[src/rtl/gpm_pkg.sv]
package gpm_pkg;
  typedef enum logic [1:0] {
    GRP_G0   = 2'd0,
    GRP_G1S  = 2'd1,
    GRP_G1NS = 2'd2,
    GRP_RSV  = 2'd3
  } grp_e;

  typedef enum logic [1:0] {
    SEL_BP0   = 2'd0,
    SEL_BP1S  = 2'd1,
    SEL_BP1NS = 2'd2,
    SEL_CTRL  = 2'd3
  } sel_e;

  localparam int NUM_BP = 3;
endpackage

[src/rtl/gpm_bp_regs.sv]
module gpm_bp_regs #(
  parameter int PRIO_W     = 8,
  parameter int BP_W       = 3,
  parameter int MIN_BP     = 0,
  parameter int MIN_BP_NS  = 1,
  parameter bit VIRT_RESET = 1'b0
) (
  input  logic              clk,
  input  logic              rst,
  input  logic              wr_en,
  input  logic [1:0]        wr_sel,
  input  logic [PRIO_W-1:0] wr_data,
  input  logic [1:0]        rd_sel,
  output logic [PRIO_W-1:0] rd_data,
  output logic [BP_W-1:0]   bp0,
  output logic [BP_W-1:0]   bp1s,
  output logic [BP_W-1:0]   bp1ns,
  output logic [1:0]        share
);
  import gpm_pkg::*;

  logic [BP_W-1:0] bp_q [NUM_BP];
  logic [1:0]      share_q;

  for (genvar i = 0; i < NUM_BP; i++) begin : g_bp
    localparam int MINV = (i == int'(SEL_BP1NS)) ? MIN_BP_NS : MIN_BP;
    localparam int RSTV = VIRT_RESET ? ((i == int'(SEL_BP0)) ? MIN_BP : MIN_BP + 1) : MINV;
    localparam logic [BP_W-1:0] MIN_L = BP_W'(MINV);
    localparam logic [BP_W-1:0] RST_L = BP_W'(RSTV);
    logic [BP_W-1:0] low;
    assign low = wr_data[BP_W-1:0];
    always_ff @(posedge clk) begin
      if (rst) begin
        bp_q[i] <= RST_L;
      end else if (wr_en && wr_sel == 2'(i)) begin
        bp_q[i] <= (low < MIN_L) ? MIN_L : low;
      end
    end
  end

  always_ff @(posedge clk) begin
    if (rst) begin
      share_q <= 2'b00;
    end else if (wr_en && wr_sel == SEL_CTRL) begin
      share_q <= wr_data[1:0];
    end
  end

  always_ff @(posedge clk) begin
    if (rst) begin
      rd_data <= '0;
    end else begin
      case (rd_sel)
        SEL_BP0:   rd_data <= PRIO_W'(bp_q[0]);
        SEL_BP1S:  rd_data <= PRIO_W'(bp_q[1]);
        SEL_BP1NS: rd_data <= PRIO_W'(bp_q[2]);
        default:   rd_data <= PRIO_W'(share_q);
      endcase
    end
  end

  assign bp0   = bp_q[0];
  assign bp1s  = bp_q[1];
  assign bp1ns = bp_q[2];
  assign share = share_q;
endmodule

[src/rtl/gpm_mask_gen.sv]
module gpm_mask_gen #(
  parameter int PRIO_W = 8,
  parameter int BP_W   = 3
) (
  input  logic [1:0]        grp,
  input  logic [BP_W-1:0]   bp0,
  input  logic [BP_W-1:0]   bp1s,
  input  logic [BP_W-1:0]   bp1ns,
  input  logic [1:0]        share,
  output logic [PRIO_W-1:0] mask
);
  import gpm_pkg::*;

  localparam int SH_W = BP_W + 1;
  localparam logic [PRIO_W-1:0] ONES = '1;

  logic [SH_W-1:0] shift;

  always_comb begin
    case (grp)
      GRP_G1S:  shift = share[0] ? SH_W'(bp0) + SH_W'(1) : SH_W'(bp1s) + SH_W'(1);
      GRP_G1NS: shift = share[1] ? SH_W'(bp0) + SH_W'(1) : SH_W'(bp1ns);
      default:  shift = SH_W'(bp0) + SH_W'(1);
    endcase
    mask = ONES << shift;
  end
endmodule

[src/rtl/gpm_preempt_cmp.sv]
module gpm_preempt_cmp #(
  parameter int PRIO_W = 8
) (
  input  logic [PRIO_W-1:0] pend,
  input  logic [PRIO_W-1:0] run,
  input  logic [PRIO_W-1:0] mask,
  output logic [PRIO_W-1:0] pend_m,
  output logic              wins
);
  logic [PRIO_W-1:0] run_m;
  assign pend_m = pend & mask;
  assign run_m  = run & mask;
  assign wins   = pend_m < run_m;
endmodule

[src/rtl/gpm_unit.sv]
module gpm_unit #(
  parameter int PRIO_W     = 8,
  parameter int BP_W       = $clog2(PRIO_W),
  parameter int MIN_BP     = 0,
  parameter int MIN_BP_NS  = 1,
  parameter bit VIRT_RESET = 1'b0
) (
  input  logic              clk,
  input  logic              rst,
  input  logic              wr_en,
  input  logic [1:0]        wr_sel,
  input  logic [PRIO_W-1:0] wr_data,
  input  logic [1:0]        rd_sel,
  output logic [PRIO_W-1:0] rd_data,
  input  logic [1:0]        lk_group,
  input  logic [PRIO_W-1:0] lk_prio,
  input  logic [PRIO_W-1:0] run_prio,
  output logic [PRIO_W-1:0] gp_mask,
  output logic [PRIO_W-1:0] gp_prio,
  output logic              preempt
);
  logic [BP_W-1:0]   bp0_w, bp1s_w, bp1ns_w;
  logic [1:0]        share_w;
  logic [PRIO_W-1:0] mask_w, pend_m_w;
  logic              wins_w;

  gpm_bp_regs #(
    .PRIO_W(PRIO_W), .BP_W(BP_W), .MIN_BP(MIN_BP),
    .MIN_BP_NS(MIN_BP_NS), .VIRT_RESET(VIRT_RESET)
  ) u_regs (
    .clk(clk), .rst(rst), .wr_en(wr_en), .wr_sel(wr_sel), .wr_data(wr_data),
    .rd_sel(rd_sel), .rd_data(rd_data),
    .bp0(bp0_w), .bp1s(bp1s_w), .bp1ns(bp1ns_w), .share(share_w)
  );

  gpm_mask_gen #(.PRIO_W(PRIO_W), .BP_W(BP_W)) u_mask (
    .grp(lk_group), .bp0(bp0_w), .bp1s(bp1s_w), .bp1ns(bp1ns_w),
    .share(share_w), .mask(mask_w)
  );

  gpm_preempt_cmp #(.PRIO_W(PRIO_W)) u_cmp (
    .pend(lk_prio), .run(run_prio), .mask(mask_w),
    .pend_m(pend_m_w), .wins(wins_w)
  );

  always_ff @(posedge clk) begin
    if (rst) begin
      gp_mask <= '0;
      gp_prio <= '0;
      preempt <= 1'b0;
    end else begin
      gp_mask <= mask_w;
      gp_prio <= pend_m_w;
      preempt <= wins_w;
    end
  end
endmodule

[config.mk]
export PLATFORM = sky130hd
export DESIGN_NAME = gpm_unit
export DESIGN_NICKNAME = d
export VERILOG_FILES = /design/src/rtl/gpm_pkg.sv /design/src/rtl/gpm_bp_regs.sv /design/src/rtl/gpm_mask_gen.sv /design/src/rtl/gpm_preempt_cmp.sv /design/src/rtl/gpm_unit.sv
export SDC_FILE = /design/constraint.sdc
export NUM_CORES = 1
export LEC_CHECK = 0
export ABC_AREA = 1
export BUFFER_PORTS_ARGS = -buffer_cell sky130_fd_sc_hd__buf_4
export CAP_MARGIN = 20
export CORE_AREA = 2 2 88 64
export CTS_CLUSTER_DIAMETER = 40
export DETAILED_ROUTE_END_ITERATION = 10
export DIE_AREA = 0 0 90 66
export PLACE_DENSITY = 0.64
export SYNTH_ARGS = -nofsm -noshare
export SYNTH_HDL_FRONTEND = slang
export SYNTH_SLANG_ARGS = --single-unit
[constraint.sdc]
create_clock -name clk -period 2.9 [get_ports clk]
set_input_delay 0.29 -clock clk [delete_from_list [all_inputs] [get_ports clk]]
set_output_delay 0.29 -clock clk [all_outputs]
set_load 0.005 [all_outputs]
==> results.md <==
Outcome:
- The run finished with clean final reports.

Clocking:
- After clock tree synthesis, the clock-pin slew on the worst setup and hold paths is 0.06 ns.
- The total clock sinks is 31.
- The cell at the root of the clock tree is clkbuf_8.
- The maximum number of buffers from clock root to sink is 2.
- The number of buffers inserted by post-CTS setup repair is 0.
- The clock tree synthesis step divided the H-tree into 2 levels.
- The clock reaches the later pin of the worst-skew pair after 0.28 ns.
- Hold repair after CTS inserted 0 buffers.
- The post-CTS resize count is 0.
- Clock tree synthesis inserted a total of 5 buffers.
- The TritonCTS clock tree is built.

Global routing:
- The total overflow left after global routing is 0.
- Across every metal layer, demand over resource in global routing totals 0.139.
- The initial antenna violation count came to 0.
- The global-route wire length before repair is 6.40 mm.
- The via count of the first global-routing pass was 1415.
- The pin count of the biggest net entering global routing is 13.

Detailed routing:
- The aggregate routed wire length is 3.88 mm.
- The length of routed met3 wiring is 282 µm.
- The first detailed-routing pass took 4 iterations.
- The met2 wire length is 1.53 mm.
- After detailed routing, the number of remaining DRC violations is 0.
- The top layer used by detailed routing is met4.
- The detail route stage leaves a number of antenna-violating nets equal to 0.
- The average wire per cell in the routed design is 11.2 µm.
- In this run, the number of DRC markers left after iteration 0 of detailed routing was 29.
- The detailed router placed 1547 vias in this run.
- Using the TritonRoute via totals, the vias-per-cell ratio works out to 4.47.
- The wire length the detailed router placed on met1 is 2.01 mm.

Logic synthesis:
- The cell area after synthesis is 0.00173 mm².
- The proportion of register bits with asynchronous set or reset after synthesis is 0.
- The number of distinct library cells after synthesis is 28.
- Of the synthesized area, sequential elements account for 0.410.
- The predominant post-synthesis flop cell is dfxtp_1.
- The count of yosys warnings during synthesis is 0.
- Synthesis produced 222 cells.
- The synthesized area per cell is 7.80 µm².
- The synthesized design contains 9 enable-type register cells.
- In this run, synthesis produced a sequential element count of 31.

Floorplanning:
- The floorplan has 22 rows.
- The height of the die is 66 µm.
- The core outline area is 0.00512 mm².
- The full die area is 0.00594 mm².
- The number of top-level pins is 58.
- The effective utilization at floorplan is 0.338.
- The die span in x is 90 µm.

Critical path:
- Tracing the worst setup path back leads to its startpoint at u_regs.bp_q[1][0].
- The worst register-to-register path ends at preempt.
- The kind of capture point of the worst setup path is a register.
- The depth of the most critical reg-to-reg path is 17.
- The required time reported for the critical path endpoint is 3.12 ns.
- The data arrival time at the worst-slack endpoint is 2.50 ns.
- By startpoint and endpoint, the worst setup path is classified as reg -> reg.
- The slack of the worst reg-to-reg path is 0.62 ns.
- In this run the critical register-to-register path is launched from u_regs.bp_q[1][0].
- Of all nets on the critical path, the largest fanout is 5.
- The worst setup path is launched from a register.

Pwr:
- The leakage power is 1.14 nW.
- Power spread over the standard cell area amounts to 503 mW/mm².
- The highest ir drop seen on vdd is 215 µV.
- The total power of the final layout is 1.12 mW.

Timing:
- Setup violations remaining at the end of the flow were counted as 0.
- Setup repair after global routing left no endpoint under its margin.
- The post-layout worst setup margin is 0.624 ns.
- The final count of pins violating max slew was 0.
- The final sum of negative setup slack is 0 ns.
- Derived from the worst setup path, the maximum achievable clock frequency is 439 MHz.
- The number of endpoints with negative hold slack in the final report is 0.
- The worst setup skew after layout is 0.00639 ns.
- The post-layout minimum cycle time is 2.28 ns.
- The final clock period utilization by the worst path is 0.785.

Final layout:
- The sequential cells in the finished layout cover a total of 711 µm².
- The proportion of layout cells with a drive suffix above 1 is 0.277.
- In the final design database the tool counted 317 nets.
- The layout filler cell count is 546.
- For this run, the share of the core covered by cells in the final layout is 0.435.
- The area occupied by multi-input gates is 843 µm².
- The synthesis-to-finish area growth is 28.5%.
- The antenna diode count is 0.

Job:
- The number of max-capacitance violations reported is 0.

Placed design:
- Input and output buffers added on the ports amount to 47.
- The congestion estimate from routability-driven global placement came to 0.824.
- The worst setup slack after placement is 0.506 ns.
- The estimated wirelength of the detail-placed design is 3.19 mm.

Worst hold path:
- The endpoint of the worst hold path is gp_prio[3].
- The path class of the tightest hold or removal check is in -> reg.
- The number of cells traversed by the worst hold path is 3.
- The start point of the worst hold path is lk_prio[3].
## worst max path at each step
stage / to / cells after the start / slack [ns]
finish: preempt / 17 / 0.62
global route: preempt / 17 / 0.36
global placement: preempt / 17 / 0.51
CTS: preempt / 17 / 0.62
detailed placement: preempt / 16 / 0.51
floorplan: preempt / 16 / 0.82
## state kept, by name, indices dropped and copies added, names as in the netlist
register        count
u_regs.bp_q         9
gp_mask             8
gp_prio             8
u_regs.rd_data      3
u_regs.share        2
preempt             1
## report_power, final
group	internal, mW	total [mW]	switching (mW)
combinational	0.131	0.293	0.162
sequential	0.485	0.505	0.0196
clock	0.168	0.322	0.154
total	0.784	1.12	0.335
## logic make-up after synthesis
kind of cell,after synthesis,synth area share
AND/OR/NAND/NOR,113,0.322
other,1,0.00217
XOR/XNOR,1,0.00506
adder cells (fa/ha/maj),11,0.0795
AO/OA/AOI/OAI,19,0.0694
flip-flops,31,0.410
buffers and inverters,46,0.111
## area by class of cell
type / instances / share of cell area
Multi-Input combinational cell: 149 / 0.379
Sequential cell: 31 / 0.319
Timing Repair Buffer: 47 / 0.159
Inverter: 39 / 0.0658
Tap cell: 72 / 0.0405
Clock buffer: 7 / 0.0343
Clock inverter: 1 / 0.00225
## synth_stat cells, types with 5 or more instances
| cell | number | area, µm² |
|---|---|---|
| a21oi_1 | 7 | 35.0 |
| buf_4 | 5 | 37.5 |
| dfxtp_1 | 22 | 440 |
| edfxtp_1 | 9 | 270 |
| ha_1 | 11 | 138 |
| inv_1 | 34 | 128 |
| inv_2 | 5 | 18.8 |
| nand2_1 | 39 | 146 |
| nand3_1 | 17 | 85.1 |
| nor2_1 | 28 | 105 |
| nor3_1 | 9 | 45.0 |
| o21ai_0 | 5 | 25.0 |
## critical path, cell delays in order, from the launching register on
cell,delay [ns]
edfxtp_1,0.45
ha_1,0.24
inv_1,0.05
nand2_1,0.04
nand3_1,0.07
nand2_1,0.06
nand2_1,0.12
nand2_4,0.10
nor2_4,0.15
inv_1,0.10
nor3_1,0.16
ha_1,0.26
inv_1,0.05
o21bai_2,0.09
nand2_1,0.06
nand2_1,0.05
nand2_1,0.06
a21oi_2,0.10
## placed cells by master (no fill, tap or decap)
cell / count
xor2_1: 1
nor3_1: 9
nor2_2: 1
clkinv_2: 1
a21oi_1: 7
inv_2: 5
buf_4: 47
nand2_4: 4
or2_4: 1
o211ai_1: 3
clkbuf_1: 2
nand3b_1: 1
o21bai_2: 1
nand4_1: 4
a21oi_2: 2
nand3_1: 17
o311ai_0: 1
conb_1: 5
edfxtp_1: 9
nand2_2: 3
o21ai_0: 5
nand3_2: 2
nor2_4: 4
clkbuf_8: 5
ha_1: 11
nand2_1: 39
inv_1: 34
nor2_1: 28
dfxtp_1: 22
## through the flow
stage	cells	instance area (µm²)	hold slack, ns
after CTS	346	2220	0.230
after global placement	338	2140	0.525
final	346	2220	0.232
after detailed placement	338	2140	0.522
after floorplan	226	1750	0.425
after global routing	346	2220	0.256
## metal layers
layer,GRT usage,vias up
li1,-,800
met1,0.199,699
met2,0.192,41
met3,0.0445,7
met4,0.0519,0
met5,0,-
Power figures use the tool's default switching activity.
